## src/rtl/pio_pkg.sv

```systemverilog
package pio_pkg;
    parameter int PIO_WIDTH = 8;
    parameter int SYNC_STAGES = 2;

    typedef enum logic {
        REG_DIR  = 1'b0,
        REG_DATA = 1'b1
    } reg_sel_e;
endpackage

```

## src/rtl/pio_sync.sv

```systemverilog
module pio_sync #(
    parameter int WIDTH  = 8,
    parameter int STAGES = 2
) (
    input  logic             clk,
    input  logic             rst_n,
    input  logic [WIDTH-1:0] async_in,
    output logic [WIDTH-1:0] sync_out
);
    logic [WIDTH-1:0] stage_q [STAGES];

    generate
        for (genvar s = 0; s < STAGES; s++) begin : g_stage
            always_ff @(posedge clk or negedge rst_n) begin
                if (!rst_n) begin
                    stage_q[s] <= '0;
                end else if (s == 0) begin
                    stage_q[s] <= async_in;
                end else begin
                    stage_q[s] <= stage_q[(s == 0) ? 0 : s-1];
                end
            end
        end
    endgenerate

    assign sync_out = stage_q[STAGES-1];
endmodule

```

## src/rtl/pio_regs.sv

```systemverilog
module pio_regs
    import pio_pkg::*;
#(
    parameter int WIDTH = 8
) (
    input  logic             clk,
    input  logic             rst_n,
    input  logic             wr_en,
    input  reg_sel_e         sel,
    input  logic [WIDTH-1:0] wdata,
    output logic [WIDTH-1:0] dir_q,
    output logic [WIDTH-1:0] data_q
);
    logic [WIDTH-1:0] dir_d;
    logic [WIDTH-1:0] data_d;

    always_comb begin
        dir_d  = dir_q;
        data_d = data_q;
        if (wr_en) begin
            unique case (sel)
                REG_DIR:  dir_d  = wdata;
                REG_DATA: data_d = (wdata & dir_q) | (data_q & ~dir_q);
            endcase
        end
    end

    always_ff @(posedge clk or negedge rst_n) begin
        if (!rst_n) begin
            dir_q  <= '0;
            data_q <= '0;
        end else begin
            dir_q  <= dir_d;
            data_q <= data_d;
        end
    end
endmodule

```

## src/rtl/pio_readback.sv

```systemverilog
module pio_readback
    import pio_pkg::*;
#(
    parameter int WIDTH = 8
) (
    input  logic             clk,
    input  logic             rst_n,
    input  logic             rd_en,
    input  reg_sel_e         sel,
    input  logic [WIDTH-1:0] dir_q,
    input  logic [WIDTH-1:0] data_q,
    input  logic [WIDTH-1:0] pin_sync,
    output logic [WIDTH-1:0] rdata
);
    logic [WIDTH-1:0] mixed;
    logic [WIDTH-1:0] rd_next;

    generate
        for (genvar b = 0; b < WIDTH; b++) begin : g_bit
            assign mixed[b] = dir_q[b] ? data_q[b] : pin_sync[b];
        end
    endgenerate

    always_comb begin
        unique case (sel)
            REG_DIR:  rd_next = dir_q;
            REG_DATA: rd_next = mixed;
        endcase
    end

    always_ff @(posedge clk or negedge rst_n) begin
        if (!rst_n) begin
            rdata <= '0;
        end else if (rd_en) begin
            rdata <= rd_next;
        end
    end
endmodule

```

## src/rtl/pio_port.sv

```systemverilog
module pio_port
    import pio_pkg::*;
#(
    parameter int WIDTH  = PIO_WIDTH,
    parameter int STAGES = SYNC_STAGES
) (
    input  logic             clk,
    input  logic             rst_n,
    input  logic             wr_en,
    input  logic             rd_en,
    input  logic             addr,
    input  logic [WIDTH-1:0] wdata,
    output logic [WIDTH-1:0] rdata,
    input  logic [WIDTH-1:0] pad_in,
    output logic [WIDTH-1:0] pad_out,
    output logic [WIDTH-1:0] pad_oe
);
    reg_sel_e         sel;
    logic [WIDTH-1:0] dir_q;
    logic [WIDTH-1:0] data_q;
    logic [WIDTH-1:0] pin_sync;

    assign sel = reg_sel_e'(addr);

    pio_sync #(.WIDTH(WIDTH), .STAGES(STAGES)) u_sync (
        .clk      (clk),
        .rst_n    (rst_n),
        .async_in (pad_in),
        .sync_out (pin_sync)
    );

    pio_regs #(.WIDTH(WIDTH)) u_regs (
        .clk    (clk),
        .rst_n  (rst_n),
        .wr_en  (wr_en),
        .sel    (sel),
        .wdata  (wdata),
        .dir_q  (dir_q),
        .data_q (data_q)
    );

    pio_readback #(.WIDTH(WIDTH)) u_rb (
        .clk      (clk),
        .rst_n    (rst_n),
        .rd_en    (rd_en),
        .sel      (sel),
        .dir_q    (dir_q),
        .data_q   (data_q),
        .pin_sync (pin_sync),
        .rdata    (rdata)
    );

    assign pad_oe  = dir_q;
    assign pad_out = data_q;
endmodule

```

## config.mk

```make
export PLATFORM = sky130hd
export DESIGN_NAME = pio_port
export DESIGN_NICKNAME = d
export VERILOG_FILES = /design/src/rtl/pio_pkg.sv /design/src/rtl/pio_sync.sv /design/src/rtl/pio_regs.sv /design/src/rtl/pio_readback.sv /design/src/rtl/pio_port.sv
export SDC_FILE = /design/constraint.sdc
export NUM_CORES = 1
export LEC_CHECK = 0
export BUFFER_PORTS_ARGS = -buffer_cell sky130_fd_sc_hd__buf_2
export CORE_MARGIN = 3
export CORE_UTILIZATION = 33
export CTS_CLUSTER_SIZE = 28
export DETAILED_ROUTE_END_ITERATION = 8
export PLACE_DENSITY = 0.58
export SLEW_MARGIN = 20
export SYNTH_ARGS = -nofsm -noshare
export SYNTH_HDL_FRONTEND = slang
export SYNTH_SLANG_ARGS = --single-unit
```

## constraint.sdc

```tcl
create_clock -name clk -period 1.3 [get_ports clk]
set_input_delay 0.13 -clock clk [delete_from_list [all_inputs] [get_ports clk]]
set_output_delay 0.13 -clock clk [all_outputs]
set_load 0.01 [all_outputs]
```

# Yosys cells after proc, flatten, opt, wreduce, memory -nomap -nowiden
# Cells that the tools add are included.
# totals
regBits,40
inputBits,21
out_inout_bits,24
wordCells,21
# classes
muxes,9
bitwise,5
reduce_logical,2
# ops
operator,n
$and A8 B8 Y8,2
$pmux W8 S2,1
$mux W1,8
$not A8 Y8,1
$or A8 B8 Y8,1
$reduce_and A2 Y1,2
$not A1 Y1,1

# Logic depth before layout (Yosys ltp)
# logic_depth
depth_word,3
depth_mapped,4
depth_no_buf,2

# Cells and area by module
# A second synthesis with hierarchy kept.
# hier_totals
hier_cells,111
hier_area_um2,1639.1
# modules_own_cells
mod,n_inst,cells_each,area_each_um2
pio_regs,1,44,698.2
pio_readback,1,43,480.5
pio_sync,1,24,460.4

# Worst setup path before layout
# No wires, ideal clock.
# synth_timing
path_kind,reg2reg
startpoint,register u_regs.dir_q[5]
endpoint,register with a tool-made name
setup_time_ns,0.125
arrival_ns,0.841
t_required_ns,1.175
setup_slack_ns,0.334
stages_incl_launch_ff,3
n_path_buf,0
path_cell_list,dfrtp_1 > nand3_1 > mux2_2
# synth_lines
item,line,rtl
from (decl),pio_regs.sv:11,"output logic [WIDTH-1:0] dir_q,"
from (signal assigned),pio_regs.sv:33,dir_q <= dir_d;

# Final worst setup path
# layout_timing
startpoint,register u_regs.dir_q[6]
endpoint,output port pad_oe[6]
# layout_lines
item,line,rtl
to (decl),pio_port.sv:16,output logic [WIDTH-1:0] pad_oe
# No word-level cell between the ends.

==> reports/results.tsv <==
metric	value	unit
Residual DRC	0	
number of antenna violations at the first check in global routing	0	
multi-input combinational cell area	508	um^2
die area	5610	um^2
detailed-routing iteration count for the pre-antenna-repair pass	3	
final total negative setup slack	0	ns
leading cell type by number of instances after synthesis	sky130_fd_sc_hd__dfrtp_1	
Worst-Skew Late Latency	0.29	ns
site row count	24	
timing startpoint of the critical path	u_regs.dir_q[6]	
Post-Route Utilization	0.447	
deepest clock path buffer count	2	
ANT cells	0	
vertical die dimension	74.9	um
Top Family by Delay on Critical Path	flip-flops	
clock skew	0.00706	ns
sink count of the clock tree	40	
cell type of the slowest stage on the worst timing path	sky130_fd_sc_hd__dfrtp_1	
Std-Cell Core Area	4470	um^2
max-capacitance violation count	0	
RSZ-0062 raised after global routing	no	
worst min path class	input port to register	
Worst Setup Slack post-DPL	0.113	ns
status	completed	
Cell Chain, Critical Path	buf_2	
per-instance average area after synthesis	15.2	um^2
total wire length after detailed routing	3.16	mm
fraction of the yosys area taken by sequential cells	0.639	
number of warnings issued by yosys	0	
quantity of I/O buffers inserted on ports	44	
Fill cells	416	
share of the synthesized area in the top cell type	0.639	
WP buf/inv	1	
H-tree depth reported by CTS	2	
Synthesized Nets	124	
Post-Syn Instances	103	
Commonest cells post-synth	sky130_fd_sc_hd__dfrtp_1 (40), sky130_fd_sc_hd__mux2_4 (9)	
WP data arrival	0.89	ns
clock tree root buffer cell	sky130_fd_sc_hd__clkbuf_8	
area used by sequential logic in the layout	1000	um^2
power per unit of standard cell area	1480	nW/um^2
CTS buffer count	5	
maximum ir drop on the vdd rail	0.648	mV
initial drt markers	31	
cell type with the highest aggregate area in the netlist	sky130_fd_sc_hd__dfrtp_1	
largest stage delay on the critical path	0.43	ns
number of nets in the layout	181	
leakage dissipation	0.961	nW
count of cell types in the netlist	14	
synthesis-stage register bit count	40	
EDFF count, synth	0	
category of the worst setup path capture point	primary output	
die outline width	74.9	um
TritonCTS clock tree	done	
critical path launch point type	register	
summed instance area of the synthesized netlist	1570	um^2
Synth Flop Type	sky130_fd_sc_hd__dfrtp_1	
setup bufs post-CTS	0	
number of standard cells in the final layout excluding fillers	212	
transition time at the pin with the least slew margin	0.467	ns
worst reg2reg path startpoint	u_regs.dir_q[6]	
gpl congestion	0.747	
highest net fanout along the worst path	5	
Hold Vio Cnt, Final	0	
highest clock rate	984	MHz
post-synthesis to final-layout area growth	27.7	%
via count of the first global-routing pass	982	
proportion of layout cells with a drive suffix above 1	0.456	
HPWL after DPL	2.20	mm
Placed Cells incl. Taps	196	
share of flip-flops with an asynchronous set or reset	1.00	
average via count per standard cell	4.71	
initial core utilization	0.350	
post-route antenna net violation count	0	
start-to-end type of the worst setup path	register to primary output	
clock-pin slew on the worst setup and hold paths	0.08	ns
final max-slew violation count	0	
worst-case setup margin in the final layout	0.283	ns
global routing usage summed across all routing layers	0.121	
pin count of the biggest net entering global routing	22	
post-layout min period	1.02	ns
worst hold start	wdata[7]	
data required time of the critical path	1.17	ns
share of the clock period used by the worst path after layout	0.782	
average routed wire per standard cell	14.9	um
wire length of the first global-routing pass	4.90	mm
Relative slew margins	0.689	
final-report setup violation count	0	
number of ports placed on the die boundary	45	
synth top area cells	sky130_fd_sc_hd__dfrtp_1 (64%), sky130_fd_sc_hd__mux2_4 (8.6%), sky130_fd_sc_hd__a21o_1 (3.8%)	
vias post-DR	998	
total overflow reported by the global router	0	
placed cells by master (no fill, tap or decap), drive strengths merged:
cell type / count
clkbuf: 5
mux2: 16
a21o: 8
a31o: 8
clkinv: 1
nor2b: 9
dlygate4sd3: 9
buf: 47
nand3: 8
nand3b: 8
dfrtp: 40
clkinvlp: 1
per-layer routing:
metal,vias up,GRT usage,share of wire
met5,-,0,0
met4,0,0.0474,0.0086
met3,4,0.0441,0.070
met2,39,0.177,0.43
met1,481,0.163,0.49
li1,474,-,-
path summary, 6_finish.rpt:
path,endpoint,slack (ns),depth (start not counted)
max,pad_oe[6],0.28,1
max in group asynchronous,u_rb.rdata[1],0.51,3
max reg2reg,register,0.30,2
min reg2reg,u_sync.sync_out[7],0.35,0
min in group asynchronous,u_rb.rdata[7],0.33,2
min,register,0.07,2
through the flow:
stage	hold WS [ns]	cell area (um^2)	total power, mW
3_3_place_gp	0.108	1830	2.16
2_1_floorplan	-0.166	1570	1.91
4_1_cts	0.0693	2000	2.99
3_5_place_dp	0.106	1830	2.19
6_report	0.0715	2000	2.95
5_1_grt	0.0802	2000	3.11
final cells by class:
cell class / instances / area share
clock buffer: 5 / 0.0344
sequential: 40 / 0.500
clock inverter: 2 / 0.00625
tap: 52 / 0.0325
multi-input combinational: 57 / 0.254
timing repair buffer: 56 / 0.173
repair_timing:
action	in CTS	in global routing
endpoints found under the hold margin	27	0
hold buffers	9	0
resized for setup	0	0
endpoints found under the setup margin	0	0
cell families after synthesis:
family | Yosys count | share of synthesized area
AND/OR/NAND/NOR | 25 | 0.105
AO/OA/AOI/OAI | 16 | 0.0831
flip-flops | 40 | 0.639
multiplexers | 16 | 0.137
buffers and inverters | 6 | 0.0367
power by group:
part | leakage (nW) | internal, mW | total, mW | switching [mW]
Clock | 0.0400 | 0.363 | 0.780 | 0.417
Combinational | 0.449 | 0.355 | 0.626 | 0.271
Sequential | 0.472 | 1.42 | 1.55 | 0.127
Note: power is estimated with default switching activity, not from simulation.
